`src/rtl/spi_status_pkg.sv`:
```
package spi_status_pkg;

  localparam int BYTE_BITS = 8;
  localparam int CNT_W     = $clog2(BYTE_BITS);

  localparam logic [7:0] OP_LATCH_EN = 8'h06;
  localparam logic [7:0] OP_READ_ST  = 8'h05;
  localparam logic [7:0] OP_WRITE_ST = 8'h01;

  typedef enum logic [2:0] {
    ST_IDLE,
    ST_CMD,
    ST_DATA,
    ST_TAIL,
    ST_READ,
    ST_SKIP
  } ctrlState_t;

  typedef struct packed {
    logic shiftIn;
    logic captureData;
    logic setWel;
    logic commit;
    logic emitBit;
    logic emitFirst;
  } ctrlStrobe_t;

endpackage

```
`src/rtl/spi_status_sync.sv`:
```
module spi_status_sync #(
  parameter int STAGES = 2
) (
  input  logic clk,
  input  logic rstN,
  input  logic csNIn,
  input  logic sclkIn,
  input  logic mosiIn,
  input  logic wpNIn,
  output logic csN,
  output logic mosi,
  output logic wpN,
  output logic sclkRise,
  output logic sclkFall,
  output logic csRise,
  output logic csFall
);

  localparam logic [3:0] RST_VAL = 4'b1001;

  logic [3:0] stage [STAGES];
  logic       sclkPrev;
  logic       csPrev;
  logic       sclkNow;

  always_ff @(posedge clk or negedge rstN) begin
    if (!rstN) stage[0] <= RST_VAL;
    else       stage[0] <= {csNIn, sclkIn, mosiIn, wpNIn};
  end

  for (genvar g = 1; g < STAGES; g++) begin : gStage
    always_ff @(posedge clk or negedge rstN) begin
      if (!rstN) stage[g] <= RST_VAL;
      else       stage[g] <= stage[g-1];
    end
  end

  assign csN     = stage[STAGES-1][3];
  assign sclkNow = stage[STAGES-1][2];
  assign mosi    = stage[STAGES-1][1];
  assign wpN     = stage[STAGES-1][0];

  always_ff @(posedge clk or negedge rstN) begin
    if (!rstN) begin
      sclkPrev <= 1'b0;
      csPrev   <= 1'b1;
    end else begin
      sclkPrev <= sclkNow;
      csPrev   <= csN;
    end
  end

  assign sclkRise = sclkNow & ~sclkPrev;
  assign sclkFall = ~sclkNow & sclkPrev;
  assign csRise   = csN & ~csPrev;
  assign csFall   = ~csN & csPrev;

endmodule

```
`src/rtl/spi_status_ctrl.sv`:
```
module spi_status_ctrl
  import spi_status_pkg::*;
(
  input  logic        clk,
  input  logic        rstN,
  input  logic        csN,
  input  logic        wpN,
  input  logic        sclkRise,
  input  logic        sclkFall,
  input  logic        csRise,
  input  logic        csFall,
  input  logic [7:0]  rxNext,
  input  logic        busy,
  input  logic        wel,
  input  logic        srwd,
  output ctrlStrobe_t strb,
  output logic        sdoEn
);

  ctrlState_t       state, nxtState;
  logic [CNT_W-1:0] bitCnt, nxtCnt;
  logic             hpm;
  logic             byteDone;

  assign hpm      = srwd & ~wpN;
  assign byteDone = (bitCnt == CNT_W'(BYTE_BITS - 1));
  assign sdoEn    = (state == ST_READ);

  always_comb begin
    strb     = '0;
    nxtState = state;
    nxtCnt   = bitCnt;
    if (csRise) begin
      nxtState = ST_IDLE;
      if (state == ST_TAIL && wel && !hpm && !busy) strb.commit = 1'b1;
    end else if (csFall) begin
      nxtState = ST_CMD;
      nxtCnt   = '0;
    end else begin
      unique case (state)
        ST_CMD: if (sclkRise) begin
          strb.shiftIn = 1'b1;
          nxtCnt       = bitCnt + 1'b1;
          if (byteDone) begin
            if (rxNext == OP_LATCH_EN && !busy) begin
              strb.setWel = 1'b1;
              nxtState    = ST_SKIP;
            end else if (rxNext == OP_READ_ST) begin
              nxtState = ST_READ;
            end else if (rxNext == OP_WRITE_ST && !busy) begin
              nxtState = ST_DATA;
            end else begin
              nxtState = ST_SKIP;
            end
          end
        end
        ST_DATA: if (sclkRise) begin
          strb.shiftIn = 1'b1;
          nxtCnt       = bitCnt + 1'b1;
          if (byteDone) begin
            strb.captureData = 1'b1;
            nxtState         = ST_TAIL;
          end
        end
        ST_TAIL: if (sclkRise) nxtState = ST_SKIP;
        ST_READ: if (sclkFall) begin
          strb.emitBit   = 1'b1;
          strb.emitFirst = (bitCnt == '0);
          nxtCnt         = bitCnt + 1'b1;
        end
        ST_IDLE, ST_SKIP: ;
        default: nxtState = ST_IDLE;
      endcase
    end
  end

  always_ff @(posedge clk or negedge rstN) begin
    if (!rstN) begin
      state  <= ST_IDLE;
      bitCnt <= '0;
    end else begin
      state  <= nxtState;
      bitCnt <= nxtCnt;
    end
  end

  // the output is driven only while the chip was selected one cycle earlier
  assert_sdo_selected_R3: assert property (@(posedge clk) disable iff (!rstN)
    sdoEn |-> !$past(csN));

  // a data capture always follows a write command in the same frame
  assert_capture_after_cmd_R4: assert property (@(posedge clk) disable iff (!rstN)
    strb.captureData |-> (state == ST_DATA) && !csN);

endmodule

```
`src/rtl/spi_status_dp.sv`:
```
module spi_status_dp
  import spi_status_pkg::*;
#(
  parameter int WRITE_CYCLES = 64
) (
  input  logic        clk,
  input  logic        rstN,
  input  ctrlStrobe_t strb,
  input  logic        mosi,
  input  logic        wpN,
  output logic [7:0]  rxNext,
  output logic        wel,
  output logic        busy,
  output logic        srwd,
  output logic [3:0]  bp,
  output logic        sdo
);

  localparam int TIMER_W = $clog2(WRITE_CYCLES + 1);

  logic [6:0]         rxShift;
  logic [4:0]         dataHold;
  logic [TIMER_W-1:0] timer;
  logic               cycleDone;
  logic [7:0]         status;
  logic [6:0]         txShift;

  assign rxNext    = {rxShift, mosi};
  assign cycleDone = busy && (timer == TIMER_W'(1));
  assign status    = {srwd, 1'b0, bp, wel, busy};

  always_ff @(posedge clk or negedge rstN) begin
    if (!rstN) begin
      rxShift  <= '0;
      dataHold <= '0;
    end else begin
      if (strb.shiftIn)     rxShift  <= rxNext[6:0];
      if (strb.captureData) dataHold <= {rxNext[7], rxNext[5:2]};
    end
  end

  always_ff @(posedge clk or negedge rstN) begin
    if (!rstN) begin
      busy  <= 1'b0;
      timer <= '0;
      wel   <= 1'b0;
      srwd  <= 1'b0;
      bp    <= '0;
    end else begin
      if (strb.commit) begin
        busy  <= 1'b1;
        timer <= TIMER_W'(WRITE_CYCLES);
      end else if (cycleDone) begin
        busy  <= 1'b0;
        timer <= '0;
        srwd  <= dataHold[4];
        bp    <= dataHold[3:0];
      end else if (busy) begin
        timer <= timer - 1'b1;
      end
      if (cycleDone)        wel <= 1'b0;
      else if (strb.setWel) wel <= 1'b1;
    end
  end

  always_ff @(posedge clk or negedge rstN) begin
    if (!rstN) begin
      sdo     <= 1'b0;
      txShift <= '0;
    end else if (strb.emitBit) begin
      if (strb.emitFirst) begin
        sdo     <= status[7];
        txShift <= status[6:0];
      end else begin
        sdo     <= txShift[6];
        txShift <= {txShift[5:0], 1'b0};
      end
    end
  end

  // register fields only move on the cycle the busy window closes
  assert_fields_at_end_R7: assert property (@(posedge clk) disable iff (!rstN)
    ({srwd, bp} != $past({srwd, bp})) |-> ($past(busy) && !busy));

  // the enable latch is gone once the cycle finishes
  assert_wel_cleared_R8: assert property (@(posedge clk) disable iff (!rstN)
    $fell(busy) |-> !wel);

  // a cycle only starts with the latch set beforehand
  assert_start_needs_wel_R5: assert property (@(posedge clk) disable iff (!rstN)
    $rose(busy) |-> $past(wel));

  // no cycle starts under hardware protection
  assert_no_start_protected_R9: assert property (@(posedge clk) disable iff (!rstN)
    $rose(busy) |-> !($past(srwd) && !$past(wpN)));

  // the latch cannot move while the cycle is running
  assert_wel_frozen_busy_R10: assert property (@(posedge clk) disable iff (!rstN)
    (busy && $past(busy)) |-> $stable(wel));

endmodule

```
`src/rtl/spi_status_top.sv`:
```
module spi_status_top
  import spi_status_pkg::*;
#(
  parameter int WRITE_CYCLES = 64,
  parameter int SYNC_STAGES  = 2
) (
  input  logic       clk,
  input  logic       rstN,
  input  logic       csN,
  input  logic       sclk,
  input  logic       mosi,
  input  logic       wpN,
  output logic       sdo,
  output logic       sdoEn,
  output logic [3:0] protBits
);

  logic        csNS, mosiS, wpNS;
  logic        sclkRise, sclkFall, csRise, csFall;
  logic [7:0]  rxNext;
  logic        wel, busy, srwd;
  logic [3:0]  bp;
  ctrlStrobe_t strb;

  spi_status_sync #(.STAGES(SYNC_STAGES)) uSync (
    .clk(clk), .rstN(rstN),
    .csNIn(csN), .sclkIn(sclk), .mosiIn(mosi), .wpNIn(wpN),
    .csN(csNS), .mosi(mosiS), .wpN(wpNS),
    .sclkRise(sclkRise), .sclkFall(sclkFall),
    .csRise(csRise), .csFall(csFall)
  );

  spi_status_ctrl uCtrl (
    .clk(clk), .rstN(rstN),
    .csN(csNS), .wpN(wpNS),
    .sclkRise(sclkRise), .sclkFall(sclkFall),
    .csRise(csRise), .csFall(csFall),
    .rxNext(rxNext), .busy(busy), .wel(wel), .srwd(srwd),
    .strb(strb), .sdoEn(sdoEn)
  );

  spi_status_dp #(.WRITE_CYCLES(WRITE_CYCLES)) uDp (
    .clk(clk), .rstN(rstN),
    .strb(strb), .mosi(mosiS), .wpN(wpNS),
    .rxNext(rxNext), .wel(wel), .busy(busy), .srwd(srwd), .bp(bp), .sdo(sdo)
  );

  assign protBits = bp;

endmodule

```
`config.mk`:
```
export PLATFORM = sky130hd
export DESIGN_NAME = spi_status_top
export DESIGN_NICKNAME = d
export VERILOG_FILES = /design/src/rtl/spi_status_pkg.sv /design/src/rtl/spi_status_sync.sv /design/src/rtl/spi_status_ctrl.sv /design/src/rtl/spi_status_dp.sv /design/src/rtl/spi_status_top.sv
export SDC_FILE = /design/constraint.sdc
export NUM_CORES = 1
export LEC_CHECK = 0
export BUFFER_PORTS_ARGS = -buffer_cell sky130_fd_sc_hd__buf_4
export CAP_MARGIN = 30
export CORE_MARGIN = 5
export CORE_UTILIZATION = 45
export CTS_CLUSTER_SIZE = 24
export DETAILED_ROUTE_END_ITERATION = 10
export PLACE_DENSITY = 0.62
export SLEW_MARGIN = 20
export SYNTH_ARGS = -nofsm -noshare
export SYNTH_HDL_FRONTEND = slang
export SYNTH_SLANG_ARGS = --single-unit
export TNS_END_PERCENT = 5
```
`constraint.sdc`:
```
create_clock -name clk -period 2.1 [get_ports clk]
set_input_delay 0 -clock clk [delete_from_list [all_inputs] [get_ports clk]]
set_output_delay 0 -clock clk [all_outputs]
set_load 0.1 [all_outputs]
```
* Yosys cells after proc, flatten, opt, wreduce, memory -nomap -nowiden
Cells that the tools add are included.
** Storage, ports and cells
- Bits in registers :: 50
- Latch bits :: 0
- RAM bits :: 0
- ROM bits :: 0
- Input port bits :: 6
- Output and inout bits :: 6
- Logic and storage cells :: 107
- Memories kept :: 0
** Cells by class
- Add/subtract/negate cells :: 2
- $mul :: 0
- Divide/modulo/power cells :: 0
- Order comparisons :: 0
- Equality and inequality tests :: 18
- Shift operators :: 0
- Muxes and demuxes :: 41
- Bitwise logic cells :: 12
- Reductions and logical operators :: 19
** Operators with widths (number)
- $mux W3 :: 15
- $mux W7 :: 4
- $eq A8 B3 Y1 const B :: 2
- $mux W1 :: 14
- $ne A4 B4 Y1 const B :: 3
- $pmux W3 S4 :: 1
- $mux W2 :: 5
- $eq A3 B3 Y1 const B :: 3
- $ne A3 B1 Y1 const B :: 3
- $eq A8 B1 Y1 const B :: 1
- $ne A4 B3 Y1 const B :: 2
- $eq A7 B1 Y1 const B :: 1
- $not A1 Y1 :: 7
- $sub A7 B1 Y7 const B :: 1
- $eq A3 B2 Y1 const B :: 2
- $logic_and A1 B1 Y1 :: 6
- $logic_not A3 Y1 :: 2
- $pmux W3 S2 :: 1
- $reduce_and A6 Y1 :: 1
- $reduce_bool A3 Y1 :: 2
- $and A1 B1 Y1 :: 5
- $reduce_and A4 Y1 :: 1
- $reduce_bool A2 Y1 :: 2
- $add A3 B1 Y3 const B :: 1
- 6 further kinds :: 7

* Longest topological paths before layout
Gate-level depths: netlist of run 1.
- Depth after elaboration :: 10
- Gate-level depth with buffers :: 7
- Mapped depth without buffers :: 6

* Modules after synthesis
Synthesis of run 1 repeated with hierarchy kept, for this count alone.
** Unflattened totals
- Cells, all modules :: 201
- Area, all modules :: 2409.8 sq um
** Modules (own cells, without submodules)
- spi_status_dp :: times used 1, cells each 117, area each 1477.7 sq um
- spi_status_ctrl :: times used 1, cells each 70, area each 640.6 sq um
- spi_status_sync :: times used 1, cells each 14, area each 291.5 sq um

* Worst setup path before layout of run 1
OpenSTA, ideal clock, no wires.
- Path kind :: register -> register
- Start :: reg uCtrl.state[0]
- End :: reg uDp.sdo
- Setup time :: 0.136 ns
- Arrival time :: 3.810 ns
- Required time :: 1.964 ns
- Slack :: -1.846 ns
- Cell stages (with the launch flop) :: 7
- Buffers on the path :: 2
- Period minus slack after synthesis :: 3.946 ns
- Path through :: dfrtp_1 buf_2 nor3b_1 nand3_1 clkbuf_1 nand2_1 o21ai_0
** On the way
- Cells in the longest elaborated chain, start to end :: 5
** Ends and longest elaborated chain
- start, declared :: line spi_status_ctrl.sv:20 : ctrlState_t state, nxtState;
- start signal, assigned :: line spi_status_ctrl.sv:82 : state <= nxtState;
- $eq A3 B3 Y1 *
- via sdoEn :: line spi_status_top.sv:14 : output logic sdoEn,
- $mux W2 * :: line spi_status_ctrl.sv:40 : unique case (state)
- $mux W2 * :: line spi_status_ctrl.sv:36 : end else if (csFall) begin
- $mux W2 * :: line spi_status_ctrl.sv:33 : if (csRise) begin
- $mux W1 :: line spi_status_dp.sv:71 : if (strb.emitFirst) begin
- end signal, assigned :: line spi_status_dp.sv:72 : sdo <= status[7];
- end signal, assigned :: line spi_status_dp.sv:75 : sdo <= txShift[6];
- end, declared :: line spi_status_dp.sv:16 : output logic sdo
The timed path passes the listed nets; every way through them passes the cells marked *.
A chain may end at the register's enable or synchronous reset.

* Worst setup path in the final report of run 1
- Start :: reg uSync.stage (netlist bit uSync.csN)
- End :: reg uDp.dataHold[1]
** On the way
- Cells in the longest elaborated chain, start to end :: 4
- Elaborated cells between the ends (all ways) :: 5
- Those cells by class :: mux (2); bitwise (3)
** Ends and longest elaborated chain
- start, declared :: line spi_status_sync.sv:21 : logic [3:0] stage [STAGES];
- start signal, assigned by index :: line spi_status_sync.sv:34 : else stage[g] <= stage[g-1];
- $not A1 Y1 :: line spi_status_sync.sv:56 : assign csFall = ~csN & csPrev;
- $and A1 B1 Y1 :: line spi_status_sync.sv:56
- $mux W3 :: line spi_status_ctrl.sv:36
- $mux W3 * :: line spi_status_ctrl.sv:33
- end signal, assigned :: line spi_status_dp.sv:38 : if (strb.captureData) dataHold <= {rxNext[7], rxNext[5:2]};
- end, declared :: line spi_status_dp.sv:22 : logic [4:0] dataHold;
Mark *: on every way between the ends. The rest lies on a longest branch, timed or not.

==> results.toml, run 1 <==
[grt]
first_global_vias = 1566
initial_antenna_violation_count = 0
grtUsageMet1_pct = 19.47
grt_start_max_net_pins = 51
grt_use_met2_pct = 24.42
grt_pass1_wl_um = 7541
grtUsageMet3_pct = 3.812
grt_overflow_total = 0
grt-busiest-layer = "met2"
gr-usage-all-layers_pct = 15.23

[drt]
drt-initial-drc-count = 95
wl_per_instance_um = 14.70
dr.pass1.iters = 4
ant_nets = 0
drt_wl_total_um = 4102
detail_route.drc_violations = 0
detailroute.via_count = 1457
avgViaCountPerCell = 5.222

[power_and_ir_drop]
vdd_drop_max_mv = 0.5451
design_power_total_w = 0.002292
power.density_mw_per_mm2 = 877.4
static-leakage-power_nw = 1.224

[layout]
layout-area-overhead-vs-synth_pct = 17.17
ant_diodes = 0
finalNetCount = 225
final_layout_size_suffix_gt1_share_pct = 26.89
fin_cells = 279
postLayoutCoreUtil_pct = 54.95

[critical_path]
worstPathCellList = "inv_1 -> ha_1 -> or3_4 -> nor4b_4 -> buf_4 -> mux2_2"
critPathTopFamily = "simple AND/OR/NAND/NOR gates"
critical-path-max-stage-delay_ps = 550
cp_max_fo = 5
critical_register_to_register_path_startpoint = "uSync.csN"
worst_r2r_path_depth = 6
critical_path.reg2reg.endpoint = "uDp.dataHold[1]"
worst-setup-path-type = "register to register"
worstSetupStartpoint = "uSync.csN"
timing.critical_path.required_ps = 2280
worst_setup_path_end_kind = "register"
startpoint_type = "register"
worstPathArrival_ps = 2230
crit_slowest_cell = "sky130_fd_sc_hd__dfstp_2"
cp.buffers_inverters = 2
ff2ff_setup_slack_ps = 60

[timing]
final.min_clock_period_ps = 2043
finClkSkew_ps = 7.761
timing_worst_slew_pin_value_ps = 605.4
count_of_final_max_slew_check_failures = 0
timing.final.crit_share_pct = 97.30
slew_headroom_pct = 59.64
totalNegativeSetupSlack_ps = 0
finalHoldViolations = 0
fmax_ghz = 0.4894
setup_repair_after_global_routing_missed_its_margin = "false"
report.final.setup_viol = 0

[synthesis]
synth_top_area_share_pct = 50.51
synth.top_cells.by_area = "sky130_fd_sc_hd__dfrtp_1 (51%), sky130_fd_sc_hd__mux2_2 (9.1%), sky130_fd_sc_hd__dfstp_2 (5.9%)"
synth_top_flop_cell = "sky130_fd_sc_hd__dfrtp_1"
instance_count_of_the_mapped_netlist = 188
postSynthAreaPerCell_um2 = 11.86
asyncSetResetFlopFracSynth_pct = 100.0
synth_most_common_cell = "sky130_fd_sc_hd__dfrtp_1"
syn-num-nets = 201
ys_seq_area_share_pct = 56.40
yosys.area.top_type = "sky130_fd_sc_hd__dfrtp_1"
ys_warn_count = 0
yosys.cell_types.count = 42
netlist_area_pre_place_mm2 = 0.002230
ff_latch_count_synth = 50
number_of_flops_mapped_to_enable_cells_by_yosys = 0
netlist_top_cells_count = "sky130_fd_sc_hd__dfrtp_1 (45), sky130_fd_sc_hd__nand2_1 (20), sky130_fd_sc_hd__mux2_2 (18), sky130_fd_sc_hd__nor2_1 (12), sky130_fd_sc_hd__o21ai_0 (12)"

[floorplan]
boundaryPins = 12
die_w_um = 80.39
effective_utilization_at_floorplan_pct = 46.89
row_count = 25
coreArea_mm2 = 0.004755
dieHeight_um = 80.39
design.die.area_mm2 = 0.006463

[clock_tree]
worst_skew_pair.late_latency_ps = 300
clock_path_buffers = 2
cts_num_sinks = 50
root_buffer = "sky130_fd_sc_hd__clkbuf_8"
maximum_level_of_the_cts_h_tree = 2
cts-buffers-inserted = 5
tritoncts_clock_tree = "done"
path_clk_slew_ps = 80

[place]
dp_hpwl_um = 2969
dpl.cell_count = 266
io_buffers = 11
finalWeightedCongestion = 0.9281

[outcome]
run_status = "finished clean"

[job]
drv.max_cap_violation_count = 0

[worst_hold_path]
hp-class = "primary input to async pin"
repair_timing:
action,in CTS,in global routing
endpoints found under the setup margin,5,7
buffers inserted,0,1
pin swaps,1,2
hold buffers,5,0
gates resized for setup,0,1
hold endpoints to repair,49,0
sequential cells by signal, summed over array words and instances, names as in the netlist, 3 cells and up:
| name | cells |
|---|---|
| uDp.rxShift | 7 |
| uCtrl.bitCnt | 3 |
| uDp.dataHold | 5 |
| uDp.txShift | 7 |
| uDp.bp | 4 |
| uSync.stage | 4 |
| uDp.timer | 7 |
| uCtrl.state | 3 |
how the worst max path moves through the flow:
stage / slack (ps) / depth (start not counted) / to
finish: 60 / 6 / uDp.dataHold[1]
global route: 0.2 / 6 / uDp.dataHold[3]
CTS: 10 / 5 / uDp.dataHold[1]
detailed placement: -30 / 5 / uDp.dataHold[1]
global placement: 40 / 5 / uDp.dataHold[2]
floorplan: -50 / 6 / uDp.sdo
stage by stage:
step / setup WS [ps] / area (µm²) / hold slack, ps
after detailed placement: -32.75 / 2435 / 57.96
after floorplan: -45.65 / 2253 / -295.6
after CTS: 13.19 / 2597 / 271.3
after global placement: 39.55 / 2435 / 46.65
after global routing: 0.2220 / 2613 / 322.8
final: 56.69 / 2613 / 248.6
area by class of cell:
type / instances / area [µm²]
Clock buffer: 6 / 82.58
Clock inverter: 1 / 30.03
Fill cell: 403 / 2142
Inverter: 10 / 37.54
Multi-Input combinational cell: 123 / 943.4
Sequential cell: 50 / 1257
Tap cell: 67 / 83.83
Timing Repair Buffer: 22 / 177.7
kinds of logic (layout without fill, tap and decap cells):
family,after synthesis,after routing,share of synthesized area [%]
flip-flops,50,50,56.40
adder cells (fa/ha/maj),7,7,3.928
buffers and inverters,15,39,2.638
AND/OR/NAND/NOR,58,58,15.15
XOR/XNOR,5,5,1.964
AO/OA/AOI/OAI,29,29,8.138
multiplexers,24,24,11.78
power by group:
group,leakage (nW),switching [W],internal (W)
sequential,0.665,0.000101,0.00103
clock,0.0573,0.000295,0.000381
combinational,0.502,0.000257,0.000225
total,1.22,0.000652,0.00164
layout by cell type, fill, tap and decap left out, drive strengths merged, types with 6 or more instances in the layout:
cell,netlist,final
ha,7,7
inv,10,10
mux2,18,18
mux2i,6,6
dfrtp,45,45
o21ai,12,12
buf,3,17
nor2,12,12
clkbuf,2,6
nand2,20,20
routing by layer:
layer | up-vias | part of all wire [%] | wire length, µm
li1 | 699 | - | -
met1 | 729 | 45 | 1831
met2 | 18 | 50 | 2071
met3 | 11 | 2.4 | 99
met4 | 0 | 2.4 | 99
met5 | - | 0 | 0
(Power assumes the default switching activity.)
==> run 2, diff against run 1 <==
- PLACE_DENSITY: 0.62 -> 0.6
- clock period: 2.1 -> 2.38 ns (I/O delays scaled with it)
==> run 2 against run 1 <==
Compared with the run above: first-iteration DRC count up 12%; count of clock-buffer cells in the layout rose by 1; fmax is 4.5% lower; sequential power decreased by 12%; register-to-register slack better by 180 ps; total power fell by 17%; die area is the same; largest cell class unchanged; combinational power down 17%; flip-flop and latch count stayed put; critical path depth decreased by 1; design area shrank 2.7%.
==> results.toml, run 2 (synthesis gave the netlist of run 1 again) <==
[layout]
design_area_mm2 = 0.002542
layout-area-overhead-vs-synth_pct = 14.03
top_regs = "uDp.rxShift (7), uDp.timer (7), uDp.txShift (7)"
layout.cells.most_common = "sky130_fd_sc_hd__dfrtp_1"
final_layout_size_suffix_gt1_share_pct = 24.40
most_used_cells_in_the_layout_excluding_fill_and_tap_cells = "sky130_fd_sc_hd__dfrtp_1 (45), sky130_fd_sc_hd__nand2_1 (20), sky130_fd_sc_hd__mux2_2 (18)"
ant_diodes = 0
finalNetCount = 221

[critical_path]
worst_setup_path_end_kind = "register"
worstPathArrival_ps = 2330
worst-setup-path-type = "register to register"
critPathTopFamily = "simple AND/OR/NAND/NOR gates"
crit_slowest_cell = "sky130_fd_sc_hd__dfstp_2"
worstPathCellList = "inv_1 -> ha_1 -> or3_4 -> nor4b_4 -> mux2_2"
cp.buffers_inverters = 1
worst_r2r_path_depth = 5
startpoint_type = "register"
critical_register_to_register_path_startpoint = "uSync.csN"
critical-path-max-stage-delay_ps = 560
timing.critical_path.required_ps = 2570
ff2ff_setup_slack_ps = 240
cp_max_fo = 5
critical_path.reg2reg.endpoint = "uDp.dataHold[0]"

[worst_hold_path]
hp-class = "primary input to async pin"

[clock_tree]
path_clk_slew_ps = 80
cts_num_sinks = 50
root_buffer = "sky130_fd_sc_hd__clkbuf_8"
clock_path_buffers = 2
post_cts.resized_instances = 0
cts-buffers-inserted = 5
worst_skew_pair.late_latency_ps = 300
cts.hold.buffers_added = 5
maximum_level_of_the_cts_h_tree = 2
tritoncts_clock_tree = "done"
post_cts.repair.setup_buffers = 0

[timing]
timing.final.crit_share_pct = 89.89
timing_worst_slew_pin_value_ps = 596.1
report.final.setup_viol = 0
fmax_ghz = 0.4674
setup_repair_after_global_routing_missed_its_margin = "false"
finClkSkew_ps = 5.371
final.min_clock_period_ps = 2139
count_of_final_max_slew_check_failures = 0
finalHoldViolations = 0
slew_headroom_pct = 60.26
totalNegativeSetupSlack_ps = 0

[job]
drv.max_cap_violation_count = 0

[power_and_ir_drop]
design_power_total_w = 0.001895
static-leakage-power_nw = 1.192
power.density_mw_per_mm2 = 745.5
vdd_drop_max_mv = 0.3958

[drt]
detail_route.drc_violations = 0
dr.pass1.iters = 4
drt-initial-drc-count = 106
detailroute.via_count = 1423
avgViaCountPerCell = 5.156
ant_nets = 0
drt_wl_total_um = 3746
wl_per_instance_um = 13.57

[grt]
grt_pass1_wl_um = 6886
gr-usage-all-layers_pct = 13.72
first_global_vias = 1532
initial_antenna_violation_count = 0
grt_start_max_net_pins = 51
grt_overflow_total = 0

[floorplan]
die_w_um = 80.39
row_count = 25
boundaryPins = 12
design.die.area_mm2 = 0.006463
dieHeight_um = 80.39
coreArea_mm2 = 0.004755
effective_utilization_at_floorplan_pct = 46.89

[place]
finalWeightedCongestion = 0.8561
dp_hpwl_um = 2723
placement.cell_area_mm2 = 0.002401
io_buffers = 11

[outcome]
run_status = "finished clean"
==> run 2: stage by stage <==
stage | worst slack (ps) | utilization, % | hold WS, ps | instances
floorplan | 117.8 | - | -295.6 | 188
global placement | 287.7 | 50.50 | 45.82 | 263
detailed placement | 235.6 | 50.50 | 50.88 | 263
CTS | 219.8 | 53.47 | 273.8 | 276
global route | 139.1 | 53.47 | 321.3 | 276
finish | 240.7 | 53.47 | 257.8 | 276
==> run 2: layout make-up <==
| type | instances | area [µm²] |
|---|---|---|
| Sequential cell | 50 | 1257 |
| Clock inverter | 1 | 5.005 |
| Multi-Input combinational cell | 123 | 924.6 |
| Inverter | 10 | 37.54 |
| Fill cell | 430 | 2212 |
| Clock buffer | 7 | 86.33 |
| Timing Repair Buffer | 18 | 147.6 |
| Tap cell | 67 | 83.83 |
==> run 2: how the worst max path moves through the flow <==
| stage | to | cells after the start | from |
|---|---|---|---|
| 5_1_grt | uDp.dataHold[0] | 5 | uSync.csN |
| 3_3_place_gp | uDp.dataHold[1] | 5 | uSync.csN |
| 6_report | uDp.dataHold[0] | 5 | uSync.csN |
| 3_5_place_dp | uDp.dataHold[2] | 5 | uSync.csN |
| 4_1_cts | uDp.dataHold[2] | 5 | uSync.csN |
| 2_1_floorplan | uDp.sdo | 6 | uCtrl.state[1] |
==> run 2: report_power, final <==
part	switching (W)	internal (W)
Combinational	0.000212	0.000190
Sequential	0.0000863	0.000912
Clock	0.000260	0.000235
==> run 2: per-layer routing <==
layer	track usage, %	vias to the layer above	share of wire [%]
li1	-	700	-
met1	17.13	703	46
met4	5.574	0	1.6
met2	22.27	15	49
met5	0	-	0
met3	3.924	5	2.9
==> run 2: worst reg2reg max path, stage by stage, from the launching register on <==
cell and delay, ps:
sky130_fd_sc_hd__dfstp_2 560, sky130_fd_sc_hd__inv_1 50, sky130_fd_sc_hd__ha_1 230, sky130_fd_sc_hd__or3_4 410
sky130_fd_sc_hd__nor4b_4 410, sky130_fd_sc_hd__mux2_2 390
==> run 3, diff against run 2 <==
- RECOVER_POWER: default -> 100
==> run 3 against run 2 <==
Compared with the run above: register-to-register slack worse by 30 ps; first-iteration DRC count down 29%; die area unchanged; fmax down 1.2%; utilization down 0.79 points; design area down 1.5%; combinational power down 1%; critical path depth unchanged; final cell count unchanged; clock skew about the same; critical endpoint unchanged; largest cell class unchanged; highest routed layer unchanged.
==> results.toml, run 3 (synthesis gave the netlist of run 1 again) <==
[drt]
detail_route.drc_violations = 0
ant_nets = 0
wl_per_instance_um = 13.60
detailroute.via_count = 1428
dr.pass1.iters = 5
avgViaCountPerCell = 5.174
drt-initial-drc-count = 75
drt_wl_total_um = 3753

[timing]
timing.final.crit_share_pct = 91.00
count_of_final_max_slew_check_failures = 0
setup_repair_after_global_routing_missed_its_margin = "false"
finClkSkew_ps = 5.761
finalHoldViolations = 0
report.final.setup_viol = 0
final.min_clock_period_ps = 2166
timing_worst_slew_pin_value_ps = 1180
slew_headroom_pct = 21.33
fmax_ghz = 0.4617
totalNegativeSetupSlack_ps = 0

[critical_path]
worstPathArrival_ps = 2350
worst_setup_path_end_kind = "register"
cp_max_fo = 5
critical-path-max-stage-delay_ps = 560
timing.critical_path.required_ps = 2570
crit_slowest_cell = "sky130_fd_sc_hd__dfstp_1"
cp.buffers_inverters = 1
worst-setup-path-type = "register to register"
critPathTopFamily = "simple AND/OR/NAND/NOR gates"
worstPathCellList = "inv_1 -> ha_1 -> or3_4 -> nor4b_4 -> mux2_2"
startpoint_type = "register"

[floorplan]
effective_utilization_at_floorplan_pct = 46.89
die_w_um = 80.39
dieHeight_um = 80.39
row_count = 25
coreArea_mm2 = 0.004755
boundaryPins = 12
design.die.area_mm2 = 0.006463

[power_and_ir_drop]
design_power_total_w = 0.001892
static-leakage-power_nw = 1.171
power.density_mw_per_mm2 = 755.5
vdd_drop_max_mv = 0.3974

[place]
placement.cell_area_mm2 = 0.002401
finalWeightedCongestion = 0.8561
dp_hpwl_um = 2723
io_buffers = 11

[layout]
ant_diodes = 0
layout-area-overhead-vs-synth_pct = 12.35
multi_input_gate_area_um2 = 914.6
design_area_mm2 = 0.002505
layout.cells.most_common = "sky130_fd_sc_hd__dfrtp_1"
final_layout_size_suffix_gt1_share_pct = 20.57
postLayoutCoreUtil_pct = 52.68
top_regs = "uDp.rxShift (7), uDp.timer (7), uDp.txShift (7)"
finalNetCount = 221
most_used_cells_in_the_layout_excluding_fill_and_tap_cells = "sky130_fd_sc_hd__dfrtp_1 (45), sky130_fd_sc_hd__nand2_1 (20), sky130_fd_sc_hd__mux2_2 (18)"
ff_latch_area_mm2 = 0.001257
fill_cells = 434

[clock_tree]
cts-buffers-inserted = 5
path_clk_slew_ps = 90
root_buffer = "sky130_fd_sc_hd__clkbuf_8"
maximum_level_of_the_cts_h_tree = 2
post_cts.resized_instances = 0
cts_num_sinks = 50
clock_path_buffers = 2
tritoncts_clock_tree = "done"
worst_skew_pair.late_latency_ps = 300

[grt]
first_global_vias = 1532
grt_start_max_net_pins = 51
gr-usage-all-layers_pct = 13.72
initial_antenna_violation_count = 0
grt_pass1_wl_um = 6886
grt_overflow_total = 0

[outcome]
run_status = "finished clean"

[job]
drv.max_cap_violation_count = 0

[worst_hold_path]
hp-class = "register to register"
## run 3: cell types whose count changed in the layout (fill, tap and decap cells not counted), sizes merged
cell    delta
clkbuf    +12
buf       -12
## run 3: what timing repair did
item,CTS,global route
hold buffers,5,0
buffers inserted,0,0
endpoints found under the hold margin,49,0
## run 3: area by class of cell
cell class	instances	area share [%]
tap	67	3.347
multi-input combinational	123	36.51
inverter	10	1.499
clock inverter	1	0.1998
clock buffer	7	3.447
timing repair buffer	18	4.795
sequential	50	50.20
## run 3: where the power goes
part	switching [W]	total, W	internal, W
Clock	0.000264	0.000499	0.000235
Sequential	0.0000854	0.000997	0.000912
Combinational	0.000212	0.000396	0.000184
## run 3: path summary, 6_finish.rpt
path | from | endpoint | slack [ps] | cells after the start
max | uSync.csN | uDp.dataHold[0] | 210 | 5
min | uSync.stage[4] | uSync.wpN | 360 | 0
max reg2reg | uSync.csN | uDp.dataHold[0] | 210 | 5
min reg2reg | uSync.stage[4] | uSync.wpN | 360 | 0
max in group asynchronous | rstN | uSync.stage[6] | 1190 | 2
min in group asynchronous | rstN | uDp.timer[1] | 480 | 2
## run 3: per-layer routing
layer	GRT usage, %	vias to the layer above	share of wire (%)
li1	-	699	-
met2	22.27	25	50
met5	0	-	0
met1	17.13	699	46
met3	3.924	5	3.3
met4	5.574	0	1.6
## run 3: per-stage QoR
step / hold slack (ps) / cells / worst slack [ps]
finish: 360.5 / 276 / 214.1
global route: 348.7 / 276 / 110.4
CTS: 273.8 / 276 / 219.8
detailed placement: 50.88 / 263 / 235.6
global placement: 45.82 / 263 / 287.7
floorplan: -295.6 / 188 / 117.8
